<file path="config.mk">
export PLATFORM = sky130hd
export DESIGN_NAME = pt_walker
export DESIGN_NICKNAME = d
export VERILOG_FILES = /design/src/rtl/pt_walker.sv
export SDC_FILE = /design/constraint.sdc
export NUM_CORES = 1
export LEC_CHECK = 0
export ABC_AREA = 1
export BUFFER_PORTS_ARGS = -buffer_cell sky130_fd_sc_hd__buf_2
export CAP_MARGIN = 15
export CELL_PAD_IN_SITES_DETAIL_PLACEMENT = 0
export CELL_PAD_IN_SITES_GLOBAL_PLACEMENT = 1
export CORE_MARGIN = 2
export CORE_UTILIZATION = 36
export DETAILED_ROUTE_END_ITERATION = 7
export PLACE_DENSITY_LB_ADDON = 0.25
export RECOVER_POWER = 50
export SYNTH_ARGS = -nofsm -noshare
export SYNTH_HDL_FRONTEND = slang
export SYNTH_SLANG_ARGS = --single-unit
</file>
<file path="constraint.sdc">
create_clock -name clk -period 2.1 [get_ports clk]
set_clock_uncertainty 0.15 [all_clocks]
set_input_delay 0.42 -clock clk [delete_from_list [all_inputs] [get_ports clk]]
set_output_delay 0.42 -clock clk [all_outputs]
set_load 0.03 [all_outputs]
</file>
<file path="src/rtl/pt_walker.sv">
module pt_walker (
  input  logic        clk,
  input  logic        rst_n,
  input  logic        root_we,
  input  logic [31:0] root_wdata,
  input  logic        req_valid,
  input  logic [31:0] req_vaddr,
  input  logic        req_write,
  input  logic        req_user,
  output logic        req_ready,
  output logic        mem_req,
  output logic [31:0] mem_addr,
  input  logic        mem_rvalid,
  input  logic [31:0] mem_rdata,
  output logic        rsp_valid,
  output logic [31:0] rsp_paddr,
  output logic [31:0] rsp_vaddr,
  output logic        rsp_fault_np,
  output logic        rsp_fault_prot,
  output logic        rsp_writable,
  output logic        rsp_user,
  output logic        rsp_nocache,
  output logic        rsp_locked
);
  localparam int OFS_W = 12;
  localparam int IDX_W = 10;
  localparam int FRM_W = 32 - OFS_W;
  localparam int B_P = 0, B_W = 1, B_U = 2, B_CD = 3, B_LK = 4;

  typedef enum logic [2:0] {IDLE, FETCH_DIR, FETCH_PTE, DONE, FAULT} st_t;

  st_t              st;
  logic [FRM_W-1:0] root_q;
  logic [31:0]      va_q, addr_q, pa_q;
  logic             wr_q, usr_q, issued, dir_w, dir_u;
  logic             f_np, f_prot, a_w, a_u, a_cd, a_lk;

  wire unused_bits = ^{mem_rdata[11:5], root_wdata[OFS_W-1:0]};

  wire pte_w  = dir_w & mem_rdata[B_W];
  wire pte_u  = dir_u & mem_rdata[B_U];
  wire denied = (wr_q & ~pte_w) | (usr_q & ~pte_u);
  wire got    = issued & mem_rvalid;

  assign req_ready      = (st == IDLE);
  assign mem_req        = (st == FETCH_DIR || st == FETCH_PTE) && !issued;
  assign mem_addr       = addr_q;
  assign rsp_valid      = (st == DONE) || (st == FAULT);
  assign rsp_paddr      = pa_q;
  assign rsp_vaddr      = va_q;
  assign rsp_fault_np   = f_np;
  assign rsp_fault_prot = f_prot;
  assign rsp_writable   = a_w;
  assign rsp_user       = a_u;
  assign rsp_nocache    = a_cd;
  assign rsp_locked     = a_lk;

  always_ff @(posedge clk) begin
    if (!rst_n) begin
      st <= IDLE;
      root_q <= '0;
      va_q <= '0;
      addr_q <= '0;
      pa_q <= '0;
      wr_q <= 1'b0;
      usr_q <= 1'b0;
      issued <= 1'b0;
      dir_w <= 1'b0;
      dir_u <= 1'b0;
      f_np <= 1'b0;
      f_prot <= 1'b0;
      a_w <= 1'b0;
      a_u <= 1'b0;
      a_cd <= 1'b0;
      a_lk <= 1'b0;
    end else begin
      case (st)
        IDLE: begin
          if (root_we) root_q <= root_wdata[31:OFS_W];
          if (req_valid) begin
            va_q   <= req_vaddr;
            wr_q   <= req_write;
            usr_q  <= req_user;
            addr_q <= {root_q, req_vaddr[31 -: IDX_W], 2'b00};
            issued <= 1'b0;
            st     <= FETCH_DIR;
          end
        end
        FETCH_DIR: begin
          issued <= 1'b1;
          if (got) begin
            if (!mem_rdata[B_P]) begin
              f_np   <= 1'b1;
              f_prot <= 1'b0;
              st     <= FAULT;
            end else begin
              dir_w  <= mem_rdata[B_W];
              dir_u  <= mem_rdata[B_U];
              addr_q <= {mem_rdata[31:OFS_W], va_q[OFS_W +: IDX_W], 2'b00};
              issued <= 1'b0;
              st     <= FETCH_PTE;
            end
          end
        end
        FETCH_PTE: begin
          issued <= 1'b1;
          if (got) begin
            pa_q <= {mem_rdata[31:OFS_W], va_q[OFS_W-1:0]};
            a_w  <= pte_w;
            a_u  <= pte_u;
            a_cd <= mem_rdata[B_CD];
            a_lk <= mem_rdata[B_LK];
            if (!mem_rdata[B_P]) begin
              f_np   <= 1'b1;
              f_prot <= 1'b0;
              st     <= FAULT;
            end else if (denied) begin
              f_np   <= 1'b0;
              f_prot <= 1'b1;
              st     <= FAULT;
            end else begin
              f_np   <= 1'b0;
              f_prot <= 1'b0;
              st     <= DONE;
            end
          end
        end
        default: st <= IDLE;
      endcase
    end
  end
endmodule

</file>
==> results of run 1 <==
==> power groups by stage <==
stage	clock, µW	combinational [µW]	sequential (µW)
global placement	0	2990	3130
CTS	2830	3030	3100
global route	2930	3220	3160
floorplan	0	1530	3770
detailed placement	0	3000	3140
finish	2750	2910	3110
==> how the worst min path moves through the flow <==
stage,start,depth (start not counted),to,slack [ns]
6_report,mem_rdata[4],3,rsp_locked,0.08
3_3_place_gp,root_q[19],2,root_q[19],0.29
4_1_cts,mem_rdata[4],3,rsp_locked,0.07
2_1_floorplan,root_q[19],2,root_q[19],0.27
3_5_place_dp,root_q[19],2,root_q[19],0.30
5_1_grt,mem_rdata[4],3,rsp_locked,0.10
==> logic make-up (layout without fill, tap and decap cells) <==
group	after synthesis	in the layout	synth area share [%]
other	1	2	0.0754
flip-flops	128	128	51.5
AO/OA/AOI/OAI	216	216	21.7
buffers and inverters	104	287	9.30
AND/OR/NAND/NOR	208	208	17.4
==> metal layers <==
layer / vias to the layer above / routed length [µm]
met1: 2200 / 6360
met5: - / 0
met4: 0 / 244
met2: 156 / 6350
li1: 2494 / -
met3: 16 / 1160
==> worst max-delay path: cells and delay by family (launching register included) <==
kind	cells	cell delay [ns]
buffers and inverters	3	0.39
flip-flops	1	0.35
AND/OR/NAND/NOR	2	0.27
==> cell usage in the layout (no fill, tap or decap), drive strengths merged <==
cell      synthesis  routed
nand3            38      38
dfxtp           128     128
a21oi            93      93
nor2             81      81
buf              27     104
clkinvlp          0       1
conb              1       2
bufinv            0       2
clkbuf           21     120
o21ai           123     123
inv              55      55
nand2            89      89
clkinv            1       5
==> flip-flops by register name, indices dropped and copies added (netlist names), 3 cells and up <==
signal and cells:
mem_addr 30, rsp_paddr 32, rsp_vaddr 32, root_q 20, st 3
==> per-stage QoR <==
stage / util [%] / instance area [µm²] / setup slack (ns) / hold slack [ns] / instances
final: 48.4 / 6460 / 0.105 / 0.0848 / 1017
after global routing: 48.4 / 6460 / 0.0214 / 0.104 / 1017
after CTS: 49.3 / 6590 / 0.0243 / 0.0729 / 1017
after detailed placement: 45.2 / 6030 / 0.235 / 0.303 / 987
after global placement: 45.2 / 6030 / 0.256 / 0.293 / 987
after floorplan: - / 4980 / 0.244 / 0.275 / 658
==> timing repair <==
item                       in CTS  in global routing
resized for setup               2                  3
pin swaps                       0                  1
setup endpoints to repair       1                  1
==> cell type report <==
type,count,area [µm²],area share [%]
sequential,128,2560,39.7
multi-input combinational,426,1960,30.3
timing repair buffer,201,961,14.9
clock buffer,23,458,7.09
tap,176,220,3.41
inverter,56,213,3.29
clock inverter,7,87.6,1.36
==> flow_summary.toml, run 1 <==
[status]
outcome = "finished, final reports clean"

[logic_synthesis]
synthFlopType = "dfxtp_1"
ys_warn_count = 0
synth-edff-count = 0
synth_top_area_share_pct = 51.5
seq_area_frac_synth_pct = 51.5
syn-cell-area_um2 = 4980
synth.top_cells.by_count = "dfxtp_1, o21ai_0, a21oi_1"
async_reset_ff_share_pct = 0
avgSynthCellArea_um2 = 7.57
synth_seq_cells = 128
yosysUniqueCellTypes = 21
yosysTopAreaCell = "dfxtp_1"
synth_area_leaders = "dfxtp_1, o21ai_0, a21oi_1, nand2_1, nor2_1"
synth_most_common_cell = "dfxtp_1"
synthCells = 657

[grt]
met1_usage_pct = 24.6
grt_overflow = 0
grt_pass1_vias = 4544
grt_pass1_wl_mm = 22.3
grt_util_met2_pct = 30.4
grt-busiest-layer = "met2"
antenna_found_initial = 0
grt_start_max_net_pins = 63
track_usage_pct = 19.5
use_met3_pct = 7.49

[setup_path]
crit_start = "st[2]"
end_kind = "output port"
rr_startpoint = "st[0]"
regToRegSetupSlack_ns = 0.30
crit_fanout = 14
path_cells = "nor2_4, nand2_2, inv_4, buf_8, buf_6"
worstPathRequired_ns = 1.53
worstSetupStartpointType = "flip-flop"
r2r_end = "rsp_vaddr[20]"
slowest_stage = "dfxtp_1"
slowest_delay_ns = 0.35
crit_path_end = "req_ready"
cp.arrival_ns = 1.42
rr_worst_depth = 7
critPathKind = "flip-flop to output port"

[die]
die_area_um2 = 14800
dieWidth_um = 122
num_rows = 42
core_area_um2 = 13300
io_pins = 208
start_util_pct = 37.3
die_h_um = 122

[clock_network]
clk_latency_ns = 0.41
postCtsHoldBufs = 0
clk_pin_slew_worst_paths_ns = 0.05
cts_sinks = 128
cts_tree = "done"
clock_path_buffers = 2
cts_inserted_buffers = 17
post_cts.repair.setup_buffers = 0
cts-root-buf = "clkbuf_16"
htreeDepth = 4

[drt]
postRouteAntennaNets = 0
via_per_inst = 4.78
drtIter0Drc = 223
wirelength_mm = 14.1
dr.pass1.iters = 5
routedWlPerCell_um = 13.9
num_vias = 4866
remaining_drc_errors = 0

[placed_design]
post-dp-hpwl_mm = 10.1
io_buffers = 186
gp_congestion = 0.834

[power_and_ir_drop]
p_total_uw = 8770
p_int_uw = 5400
combPwrFrac_pct = 33.2
ir_drop_v = 0.000630
seq_power_share_pct = 35.4
power_switching_uw = 3370
power_leakage_uw = 0.00280
clkPwrFrac_pct = 31.4
power_density_nw_per_um2 = 1360
switching_share_pct = 38.4

[timing]
rsz0062_at_grt = "no"
slew_violations = 0
tightest_slew_ns = 0.588
maxSlewHeadroom_pct = 60.7
fmax_mhz = 501
setup_viol = 0
tns_ns = 0
fin_crit_ns = 1.99
hold_violations = 0
fin_crit_sh_pct = 95.0

[layout]
drive_above_1_share_pct = 17.0
areaGrowthSynthToFinish_pct = 29.8
nets = 933
diodes = 0
fillers = 1437

[run]
cap_violations = 0

[worst_hold_path]
hold_path.class = "primary input to flip-flop"
Note: power is estimated with default switching activity, not from simulation.
==> run 2, diff against run 1 <==
Settings changed: REMOVE_ABC_BUFFERS set to 1.
==> flow_summary.toml, run 2 (synthesis gave the netlist of run 1 again) <==
[setup_path]
crit_fanout = 7
slowest_stage = "dfxtp_1"
end_kind = "output port"
path_cells = "nor2_4, nand2_2, inv_2, buf_6, buf_4"
worstSetupStartpointType = "flip-flop"
r2r_end = "mem_addr[25]"
path_delay_family = "buffers and inverters"
rr_worst_depth = 8
slowest_delay_ns = 0.35
worstPathRequired_ns = 1.53
regToRegSetupSlack_ns = 0.20
rr_startpoint = "st[1]"
cp.arrival_ns = 1.43
critPathKind = "flip-flop to output port"
crit_buf_inv = 3

[die]
die_area_um2 = 14800
start_util_pct = 37.3
dieWidth_um = 122
core_area_um2 = 13300
die_h_um = 122
num_rows = 42
io_pins = 208

[clock_network]
cts_sinks = 128
clk_latency_ns = 0.41
cts_inserted_buffers = 17
htreeDepth = 4
cts-resized-gates = 0
cts-root-buf = "clkbuf_16"
clock_path_buffers = 2
cts_tree = "done"
post_cts.repair.setup_buffers = 0
postCtsHoldBufs = 0
clk_pin_slew_worst_paths_ns = 0.06

[timing]
fin_hold_ws_ns = 0.0886
maxSlewHeadroom_pct = 55.8
setup_viol = 0
fmax_mhz = 501
tns_ns = 0
slew_violations = 0
rsz0062_at_grt = "no"
hold_violations = 0
fin_crit_sh_pct = 95.0
tightest_slew_ns = 0.662
fin_crit_ns = 2.00

[drt]
num_vias = 4891
route.met2.wl_mm = 6.73
route.top_layer_used = "met4"
wl_met1_mm = 6.41
drtIter0Drc = 206
postRouteAntennaNets = 0
remaining_drc_errors = 0
wl_met3_um = 826
wirelength_mm = 14.3
dr.pass1.iters = 6
via_per_inst = 4.79
routedWlPerCell_um = 14.0

[placed_design]
placed_area_um2 = 6030
dp_cells = 988
post-dp-hpwl_mm = 9.58
io_buffers = 186
gp_congestion = 0.822

[grt]
grt_start_max_net_pins = 70
grt_pass1_vias = 4607
grt_pass1_wl_mm = 22.6
antenna_found_initial = 1
track_usage_pct = 19.7
grt_overflow = 0

[worst_hold_path]
hold_end = "rsp_nocache"
min-delay-start = "mem_rdata[3]"
whs_path_depth = 3
hold_path.class = "primary input to flip-flop"

[layout]
nets = 934
final_area_um2 = 6530
final_common_cell = "dfxtp_1"
areaGrowthSynthToFinish_pct = 31.3
layout.cells.non_filler = 1021
most-common-layout-cells = "dfxtp_1, clkbuf_1, o21ai_0"
drive_above_1_share_pct = 16.7

[power_and_ir_drop]
ir_drop_v = 0.000579
p_total_uw = 9200
power_density_nw_per_um2 = 1410
power_leakage_uw = 0.00282

[run]
cap_violations = 0

[status]
outcome = "finished, final reports clean"
[run 2: tightest hold or removal path, delay by kind of cell]
| family | cells | cell delay (ns) |
|---|---|---|
| simple gates | 2 | 0.11 |
| buf+inv | 1 | 0.08 |
[run 2: through the flow]
step | utilization (%) | worst slack (ns)
2_1_floorplan | - | -0.296
3_3_place_gp | 45.2 | 0.230
3_5_place_dp | 45.2 | 0.216
4_1_cts | 50.0 | 0.00939
5_1_grt | 48.9 | 0.0255
6_report | 48.9 | 0.104
[run 2: power breakdown]
part	switching (µW)	internal, µW	total [µW]
Sequential	236	2870	3100
Combinational	2140	753	2890
Clock	1040	2160	3200
[run 2: cell type report]
| type | count | area [µm²] |
|---|---|---|
| fillers | 1416 | 6820 |
| flip-flops and latches | 128 | 2560 |
| multi-input cells | 426 | 1950 |
| repair buffers | 202 | 938 |
| clock buffers | 21 | 460 |
| well taps | 176 | 220 |
| inverters | 56 | 210 |
| clock inverters | 11 | 185 |
| diodes | 1 | 2.50 |
[run 2: worst max path at each step]
stage | startpoint | endpoint | slack (ns) | depth (start not counted)
3_3_place_gp | mem_rvalid | mem_addr[14] | 0.23 | 10
6_report | st[1] | req_ready | 0.10 | 5
2_1_floorplan | st[1] | mem_addr[10] | -0.30 | 8
5_1_grt | st[0] | mem_req | 0.03 | 4
4_1_cts | st[1] | req_ready | 0.009 | 5
3_5_place_dp | mem_rvalid | mem_addr[23] | 0.22 | 10
[run 2: routing by layer]
metal | up-vias | track usage (%)
li1 | 2497 | -
met5 | - | 0
met4 | 0 | 9.05
met3 | 27 | 5.38
met2 | 133 | 31.5
met1 | 2234 | 24.8
